### src/rtl/rtc_pkg.sv
package rtc_pkg;
  localparam int OFF_SET_WR = 'h00;
  localparam int OFF_SET_RD = 'h04;
  localparam int OFF_CAL    = 'h08;
  localparam int OFF_CUR    = 'h10;
  localparam int OFF_STS    = 'h20;
  localparam int OFF_CTRL   = 'h40;
  localparam int CTRL_IRQ_EN_BIT = 0;
  localparam int CTRL_BATT_BIT   = 31;
endpackage

### src/rtl/rtc_prescaler.sv
module rtc_prescaler #(
  parameter int RELOAD_W = 16,
  parameter int FRAC_W   = 4,
  localparam int CAL_W   = RELOAD_W + FRAC_W + 1
) (
  input  logic             clk_i,
  input  logic             rst_ni,
  input  logic             xtal_en_i,
  input  logic             cal_wr_i,
  input  logic [CAL_W-1:0] cal_i,
  output logic             tick_o
);
  logic [RELOAD_W:0]   cnt_q, limit;
  logic [FRAC_W-1:0]   sec_idx_q;
  logic [RELOAD_W-1:0] reload;
  logic [FRAC_W-1:0]   frac;
  logic                frac_en, extra;

  assign reload  = cal_i[RELOAD_W-1:0];
  assign frac    = cal_i[RELOAD_W +: FRAC_W];
  assign frac_en = cal_i[CAL_W-1];
  // stretch the first 'frac' seconds of each 2^FRAC_W group
  assign extra   = frac_en && (sec_idx_q < frac);
  assign limit   = {1'b0, reload} + {{RELOAD_W{1'b0}}, extra};
  assign tick_o  = xtal_en_i && !cal_wr_i && (cnt_q == limit);

  always_ff @(posedge clk_i or negedge rst_ni) begin
    if (!rst_ni) begin
      cnt_q     <= '0;
      sec_idx_q <= '0;
    end else if (cal_wr_i) begin
      cnt_q     <= '0;
      sec_idx_q <= '0;
    end else if (tick_o) begin
      cnt_q     <= '0;
      sec_idx_q <= sec_idx_q + 1'b1;
    end else if (xtal_en_i) begin
      cnt_q     <= cnt_q + 1'b1;
    end
  end

  p_restart_r7: assert property (@(posedge clk_i) disable iff (!rst_ni)
    cal_wr_i |=> (cnt_q == '0));
  p_idle_r8: assert property (@(posedge clk_i) disable iff (!rst_ni)
    (!xtal_en_i && !cal_wr_i) |=> $stable(cnt_q));
  p_frac_idx_r9: assert property (@(posedge clk_i) disable iff (!rst_ni)
    (!tick_o && !cal_wr_i) |=> $stable(sec_idx_q));
endmodule

### src/rtl/rtc_timekeeper.sv
module rtc_timekeeper #(
  parameter int TIME_W = 32
) (
  input  logic              clk_i,
  input  logic              rst_ni,
  input  logic              tick_i,
  input  logic              set_wr_i,
  input  logic [TIME_W-1:0] set_data_i,
  output logic [TIME_W-1:0] cur_o,
  output logic [TIME_W-1:0] set_o
);
  logic pend_q;

  always_ff @(posedge clk_i or negedge rst_ni) begin
    if (!rst_ni) begin
      cur_o  <= '0;
      set_o  <= '0;
      pend_q <= 1'b0;
    end else begin
      if (tick_i) cur_o <= pend_q ? set_o : cur_o + 1'b1;
      // a write in a tick cycle stays pending for the following tick
      if (set_wr_i) begin
        set_o  <= set_data_i;
        pend_q <= 1'b1;
      end else if (tick_i) begin
        pend_q <= 1'b0;
      end
    end
  end

  p_hold_r4: assert property (@(posedge clk_i) disable iff (!rst_ni)
    !tick_i |=> $stable(cur_o));
  p_inc_r4: assert property (@(posedge clk_i) disable iff (!rst_ni)
    (tick_i && !pend_q) |=> (cur_o == $past(cur_o) + 1'b1));
  p_load_r2: assert property (@(posedge clk_i) disable iff (!rst_ni)
    (tick_i && pend_q) |=> (cur_o == $past(set_o)));
endmodule

### src/rtl/rtc_csr.sv
module rtc_csr #(
  parameter int              TIME_W      = 32,
  parameter int              ADDR_W      = 8,
  parameter int              CAL_W       = 21,
  parameter logic [CAL_W-1:0] CAL_DEFAULT = 21'h198233
) (
  input  logic              clk_i,
  input  logic              rst_ni,
  input  logic              wr_en_i,
  input  logic              rd_en_i,
  input  logic [ADDR_W-1:0] addr_i,
  input  logic [31:0]       wdata_i,
  input  logic              tick_i,
  input  logic [TIME_W-1:0] cur_i,
  input  logic [TIME_W-1:0] set_i,
  output logic              set_wr_o,
  output logic              cal_wr_o,
  output logic [CAL_W-1:0]  cal_o,
  output logic [31:0]       rdata_o,
  output logic              irq_o
);
  import rtc_pkg::*;

  logic flag_q, irq_en_q, batt_q, sts_clr;
  logic [31:0] rmux;

  assign set_wr_o = wr_en_i && (addr_i == ADDR_W'(OFF_SET_WR));
  assign cal_wr_o = wr_en_i && (addr_i == ADDR_W'(OFF_CAL));
  assign sts_clr  = wr_en_i && (addr_i == ADDR_W'(OFF_STS)) && wdata_i[0];
  assign irq_o    = flag_q && irq_en_q;

  always_ff @(posedge clk_i or negedge rst_ni) begin
    if (!rst_ni) begin
      cal_o    <= CAL_DEFAULT;
      flag_q   <= 1'b0;
      irq_en_q <= 1'b0;
      batt_q   <= 1'b0;
    end else begin
      if (cal_wr_o) cal_o <= wdata_i[CAL_W-1:0];
      if (tick_i)       flag_q <= 1'b1;
      else if (sts_clr) flag_q <= 1'b0;
      if (wr_en_i && addr_i == ADDR_W'(OFF_CTRL)) begin
        irq_en_q <= wdata_i[CTRL_IRQ_EN_BIT];
        batt_q   <= wdata_i[CTRL_BATT_BIT];
      end
    end
  end

  always_comb begin
    rmux = '0;
    case (addr_i)
      ADDR_W'(OFF_SET_RD): rmux = 32'(set_i);
      ADDR_W'(OFF_CAL):    rmux = 32'(cal_o);
      ADDR_W'(OFF_CUR):    rmux = 32'(cur_i);
      ADDR_W'(OFF_STS):    rmux = {31'b0, flag_q};
      ADDR_W'(OFF_CTRL): begin
        rmux[CTRL_BATT_BIT]   = batt_q;
        rmux[CTRL_IRQ_EN_BIT] = irq_en_q;
      end
      default:             rmux = '0;
    endcase
  end

  always_ff @(posedge clk_i or negedge rst_ni) begin
    if (!rst_ni)      rdata_o <= '0;
    else if (rd_en_i) rdata_o <= rmux;
  end

  p_flag_set_r5: assert property (@(posedge clk_i) disable iff (!rst_ni)
    tick_i |=> flag_q);
  p_flag_clr_r5: assert property (@(posedge clk_i) disable iff (!rst_ni)
    (sts_clr && !tick_i) |=> !flag_q);
  p_rdata_hold_r12: assert property (@(posedge clk_i) disable iff (!rst_ni)
    !rd_en_i |=> $stable(rdata_o));
endmodule

### src/rtl/rtc_seconds_core.sv
module rtc_seconds_core #(
  parameter int   TIME_W      = 32,
  parameter int   ADDR_W      = 8,
  parameter int   RELOAD_W    = 16,
  parameter int   FRAC_W      = 4,
  parameter logic [RELOAD_W+FRAC_W:0] CAL_DEFAULT = 21'h198233
) (
  input  logic              clk_i,
  input  logic              rst_ni,
  input  logic              xtal_en_i,
  input  logic              wr_en_i,
  input  logic              rd_en_i,
  input  logic [ADDR_W-1:0] addr_i,
  input  logic [31:0]       wdata_i,
  output logic [31:0]       rdata_o,
  output logic              irq_o
);
  localparam int CAL_W = RELOAD_W + FRAC_W + 1;

  logic              tick, set_wr, cal_wr;
  logic [CAL_W-1:0]  cal;
  logic [TIME_W-1:0] cur, set_val;

  rtc_prescaler #(.RELOAD_W(RELOAD_W), .FRAC_W(FRAC_W)) u_presc (
    .clk_i, .rst_ni, .xtal_en_i, .cal_wr_i(cal_wr), .cal_i(cal), .tick_o(tick)
  );

  rtc_timekeeper #(.TIME_W(TIME_W)) u_time (
    .clk_i, .rst_ni, .tick_i(tick), .set_wr_i(set_wr),
    .set_data_i(wdata_i[TIME_W-1:0]), .cur_o(cur), .set_o(set_val)
  );

  rtc_csr #(.TIME_W(TIME_W), .ADDR_W(ADDR_W), .CAL_W(CAL_W),
            .CAL_DEFAULT(CAL_DEFAULT)) u_csr (
    .clk_i, .rst_ni, .wr_en_i, .rd_en_i, .addr_i, .wdata_i,
    .tick_i(tick), .cur_i(cur), .set_i(set_val),
    .set_wr_o(set_wr), .cal_wr_o(cal_wr), .cal_o(cal),
    .rdata_o, .irq_o
  );

  p_irq_r10: assert property (@(posedge clk_i) disable iff (!rst_ni)
    tick |=> ##0 (irq_o == $past(u_csr.irq_en_q)) || $past(wr_en_i));
endmodule

### config.mk
export PLATFORM = sky130hd
export DESIGN_NAME = rtc_seconds_core
export DESIGN_NICKNAME = d
export VERILOG_FILES = /design/src/rtl/rtc_pkg.sv /design/src/rtl/rtc_prescaler.sv /design/src/rtl/rtc_timekeeper.sv /design/src/rtl/rtc_csr.sv /design/src/rtl/rtc_seconds_core.sv
export SDC_FILE = /design/constraint.sdc
export NUM_CORES = 1
export LEC_CHECK = 0
export ABC_AREA = 0
export BUFFER_PORTS_ARGS = -buffer_cell sky130_fd_sc_hd__buf_2
export CAP_MARGIN = 5
export CELL_PAD_IN_SITES_DETAIL_PLACEMENT = 1
export CELL_PAD_IN_SITES_GLOBAL_PLACEMENT = 2
export CORE_ASPECT_RATIO = 0.75
export CORE_UTILIZATION = 40
export DETAILED_ROUTE_END_ITERATION = 8
export GPL_ROUTABILITY_DRIVEN = 0
export MAX_ROUTING_LAYER = met4
export PLACE_DENSITY = 0.91
export SLEW_MARGIN = 0
export SYNTH_ARGS = -nofsm -noshare
export SYNTH_HDL_FRONTEND = slang
export SYNTH_SLANG_ARGS = --single-unit
### constraint.sdc
create_clock -name clk_i -period 9.8 [get_ports clk_i]
set_input_delay 2.45 -clock clk_i [delete_from_list [all_inputs] [get_ports clk_i]]
set_output_delay 2.45 -clock clk_i [all_outputs]
set_load 0.01 [all_outputs]
---- After elaboration in Yosys (flattened, before gate mapping) ----
Index checks and enable logic that the tools add are counted.
storage, ports and cells
  register bits after elaboration ......... 142
  latch bits .............................. 0
  memory bits (writable) .................. 0
  memory bits (read-only) ................. 0
  bits of input ports ..................... 45
  memories kept ........................... 0
cells by class
  add/sub/neg operators ................... 4
  multipliers ............................. 0
  divide/modulo/power cells ............... 0
  order comparisons ....................... 1
  equality and inequality tests ........... 6
  shift operators ......................... 0
  muxes and demuxes ....................... 13
  bitwise gates (word level) .............. 0
  reduce and logical (&&, ||, !) cells .... 15
operators by type and width
  operator                                       number
  case mux 30 bit (3 select lines)               1
  two-way mux 17 bit                             3
  adder 32 x 1 -> 32 bit, second input constant  1
  two-way mux 32 bit                             1
  adder 16 x 1 -> 17 bit                         1
  adder 17 x 1 -> 17 bit, second input constant  1
  == test 17 bit                                 1
  logical AND 1 bit                              9
  == test 8 x 3 -> 1 bit, second input constant  1
  == test 8 x 4 -> 1 bit, second input constant  1
  == test 8 x 5 -> 1 bit, second input constant  1
  == test 8 x 6 -> 1 bit, second input constant  1
  == test 8 x 7 -> 1 bit, second input constant  1
  logical NOT 8 bit                              1
  two-way mux 4 bit                              2
  nonzero test 2 bit                             3
  case mux 1 bit (5 select lines)                1
  adder 4 x 1 -> 4 bit, second input constant    1
  < comparator 4 bit                             1
  two-way mux 1 bit                              4
  case mux 1 bit (3 select lines)                1
  nonzero test 3 bit                             1
  logical NOT 1 bit                              1

---- Longest topological paths before layout ----
  word-level depth ........................ 7
  gate-level depth with buffers ........... 19
  depth with buffers taken out ............ 15

---- Modules after synthesis ----
Synthesis repeated with hierarchy kept, for this count alone.
unflattened totals
  cell total of the unflattened synthesis .. 769
  area total of the unflattened synthesis .. 7,722.4 um^2
by module, submodules not included
  module          instances  cells each  area an instance (um^2)
  rtc_timekeeper  1          322         3,269.4
  rtc_csr         1          241         2,685.1
  rtc_prescaler   1          206         1,767.9

---- Worst setup path after synthesis ----
OpenSTA, ideal clock, no wires.
  path type ............................... input-to-reg
  start ................................... input addr_i[3]
  end ..................................... register u_time.cur_o[26]
  setup time .............................. 77 ps
  data arrival time ....................... 4,490 ps
  data required time ...................... 9,723 ps
  setup slack ............................. 5,233 ps
  stages .................................. 10
  buffers on the path ..................... 3
  cells stage by stage .................... nor4b_1 nand3_1 o21ai_0 or4_1 a2111o_1 buf_6 or2_1 buf_6 buf_6 a21oi_1
on the way
  longest elaborated chain between the ends .. 5
RTL lines
  what                             RTL line                text
  from (decl)                      rtc_seconds_core.sv:13  input logic [ADDR_W-1:0] addr_i,
  == test 8 x 4 -> 1 bit           rtc_csr.sv:28           assign cal_wr_o = wr_en_i && (addr_i == ADDR_W'(OFF_CAL));
  logical AND 1 bit                rtc_csr.sv:28
  logical NOT 1 bit                rtc_prescaler.sv:25     assign tick_o = xtal_en_i && !cal_wr_i && (cnt_q == limit);
  logical AND 1 bit (2 in series)  rtc_prescaler.sv:25
  to (signal assigned)             rtc_timekeeper.sv:20    if (tick_i) cur_o <= pend_q ? set_o : cur_o + 1'b1;
  to (decl)                        rtc_timekeeper.sv:9     output logic [TIME_W-1:0] cur_o,
Every way passes these cells.
A chain may end at the register's enable or synchronous reset.

---- Worst setup path in the final report ----
  start ................................... input addr_i[3]
  end ..................................... register u_time.cur_o[0]
Same word-level chain as after synthesis.

==> flow_metrics.env <==
export IMPL_critical_path_class="in -> reg"
export IMPL_grt_overflow=0
export IMPL_hold_buffers=0
export IMPL_grt_setup_unrepaired="false"
export IMPL_hpwl_mm=15.9
export IMPL_synth_seq_cells=142
export IMPL_cts_root_buf="clkbuf_16"
export IMPL_post_cts_setup_buffer_count=0
export IMPL_fin_skew_ns=0.00644
export IMPL_crit_arrival_ns=5.44
export IMPL_antenna_found_initial=0
export IMPL_synth_async_sr_flop_share_pct=100
export IMPL_routed_wl_mm=24.1
export IMPL_grt_max_degree=77
export IMPL_synthFlopType="dfrtp_1"
export IMPL_ant_nets=0
export IMPL_finalNetCount=955
export IMPL_grt_pass1_vias=7074
export IMPL_status="finished, final reports clean"
export IMPL_clk_pin_slew_worst_paths_ns=0.06
export IMPL_n_fill_cell=2239
export IMPL_layout_common_cells="dfrtp_1 (132), nand2_1 (99), buf_2 (76)"
export IMPL_drive_gt1_share_pct=18.6
export IMPL_cts_max_level=4
export IMPL_synth_warnings=0
export IMPL_grt_first_pass_wirelength_mm=39.2
export IMPL_routed_via_density=5.91
export IMPL_instances_no_fill=1167
export IMPL_worst_slew_pin_slew_ns=1.02
export IMPL_finalHoldViolations=0
export IMPL_diodes=0
export IMPL_start_util_pct=40.8
export IMPL_cts_tree="built"
export IMPL_io_pins=78
export IMPL_clk_path_buf_depth=2
export IMPL_synth_edff_count=0
export IMPL_seq_area_frac_synth_pct=45.2
export IMPL_dieWidth_um=164
export IMPL_fin_crit_ns=5.12
export IMPL_die_y_um=124
export IMPL_syn_num_nets=919
export IMPL_syn2layout_area_growth_pct=14.7
export IMPL_syn_instance_count=866
export IMPL_drt_iter0_drc=606
export IMPL_crit_path_end_kind="flop"
export IMPL_numCtsBuffers=17
export IMPL_synth_cell_type_count=60
export IMPL_hp_class="reg -> reg"
export IMPL_clk_latency_ns=0.43
export IMPL_placed_cells=1136
export IMPL_slew_viol_final=0
export IMPL_drt_pass1_iterations=5
export IMPL_slew_headroom_pct=32.1
export IMPL_rows=44
export IMPL_clock_sinks=142
export IMPL_crit_required_ns=10.12
export IMPL_num_vias=6893
export IMPL_portBuffers=77
export IMPL_drc_errors=0
export IMPL_setup_violations=0
export IMPL_final_common_cell="dfrtp_1"
export IMPL_leakagePower_uw=0.00400
export IMPL_synth_area_per_cell_um2=9.10
export IMPL_maxCapViolCount=0
export IMPL_finalCritPeriodShare_pct=52.2
export IMPL_power_density_nw_per_um2=165
export IMPL_avgRoutedWirePerCell_um=20.7
export IMPL_fin_setup_tns_ns=0
export IMPL_dieArea_um2=20300
export IMPL_core_area_um2=19300
export IMPL_ir_worst_vdd_mv=0.0833
export IMPL_grt_usage_pct=25.9
export IMPL_crit_path_max_fanout=37
export IMPL_max_freq_mhz=195
export IMPL_start_kind="input port"
export IMPL_postCtsResizedCells=0
export IMPL_syn_area_um2=7880
## critical path: stages
cell      delay (ns)
buf_2           0.11
nor4b_1         0.15
nand3_1         0.08
buf_4           0.31
o21ai_0         0.15
or4_1           0.54
a2111o_1        0.38
buf_4           0.30
or2_1           0.56
o31ai_1         0.38
## synthesized netlist by cell type, types with 9 or more instances
library cell	count	area share, %
a22o_1	17	1.9
o31ai_1	17	1.6
a21oi_1	60	3.8
o21ai_0	29	1.8
o21ai_1	9	0.57
buf_2	9	0.57
nand2_1	99	4.7
nor2_1	46	2.2
clkbuf_1	55	2.6
and3_1	14	1.1
nand3_1	39	2.5
a31oi_1	13	1.0
dfrtp_1	133	42
a22oi_1	14	1.3
xnor2_1	16	1.8
o22ai_1	21	1.7
mux2i_1	20	2.5
nand4_1	12	0.95
mux2_2	35	5.0
nor3_1	29	1.8
nor4_1	11	0.87
inv_1	41	2.0
xor2_1	16	1.8
dfstp_2	9	3.0
## logic make-up (layout without fill, tap and decap cells)
family / after synthesis / in the layout / share of synthesized area (%)
DFF: 142 / 142 / 45.2
AOI/OAI and AO/OA: 213 / 213 / 17.5
and+or+nand+nor: 304 / 304 / 19.2
xor gates and xnor gates: 32 / 32 / 3.55
buffers and inverters: 112 / 160 / 5.76
adders and majority gates: 8 / 8 / 1.27
muxes: 55 / 55 / 7.54
## final cells by class
class / instances / area (um2) / area share (%)
clock inverter: 11 / 189 / 2.09
timing repair buffer: 88 / 474 / 5.24
clock buffer: 20 / 457 / 5.05
multi-input combinational: 612 / 3890 / 43.0
inverter: 41 / 154 / 1.70
sequential: 142 / 3570 / 39.4
tap: 253 / 317 / 3.50
## layer usage
layer	wire length, um	GRT usage, %	share of wire, %
met1	11900	36.4	49
met2	10800	38.5	45
met3	975	3.50	4.0
met4	403	8.97	1.7
met5	0	-	0
## path summary, 6_finish.rpt
| path | from | end | slack, ns | depth (start not counted) |
|---|---|---|---|---|
| max | addr_i[3] | u_time.cur_o[0] | 4.68 | 10 |
| min | u_csr.cal_o[16] | u_csr.cal_o[16] | 0.48 | 2 |
| max reg2reg | u_presc.sec_idx_q[1] | u_time.cur_o[0] | 4.84 | 15 |
| min reg2reg | u_csr.cal_o[16] | u_csr.cal_o[16] | 0.48 | 2 |
| max in group asynchronous | rst_ni | u_csr.cal_o[14] | 6.35 | 2 |
| min in group asynchronous | rst_ni | u_csr.rdata_o[21] | 2.01 | 1 |
## flip-flops by register name, indices dropped and copies added, names as in the netlist
register	count
u_presc.cnt_q	17
u_csr.rdata_o	32
u_presc.sec_idx_q	4
u_time.cur_o	32
u_time.set_o	32
u_csr.cal_o	21
u_csr.irq_en_q	1
u_csr.batt_q	1
u_time.pend_q	1
u_csr.flag_q	1
## stage by stage
stage | worst slack [ns] | power (uW) | utilization, % | hold slack [ns] | area (um2)
after floorplan | 5.23 | 724 | - | 0.444 | 7880
after global placement | 4.47 | 776 | 43.5 | 0.476 | 8400
after detailed placement | 4.40 | 781 | 43.5 | 0.476 | 8400
after CTS | 4.71 | 1500 | 46.8 | 0.480 | 9040
after global routing | 4.58 | 1540 | 46.8 | 0.506 | 9040
final | 4.68 | 1490 | 46.8 | 0.476 | 9040
## report_power, final
part	internal (uW)	switching (uW)	total, uW	leakage [uW]
combinational	52.4	72.3	125	0.00186
clock	463	259	722	0.000312
sequential	614	33.0	647	0.00182
Note: power is estimated with default switching activity, not from simulation.
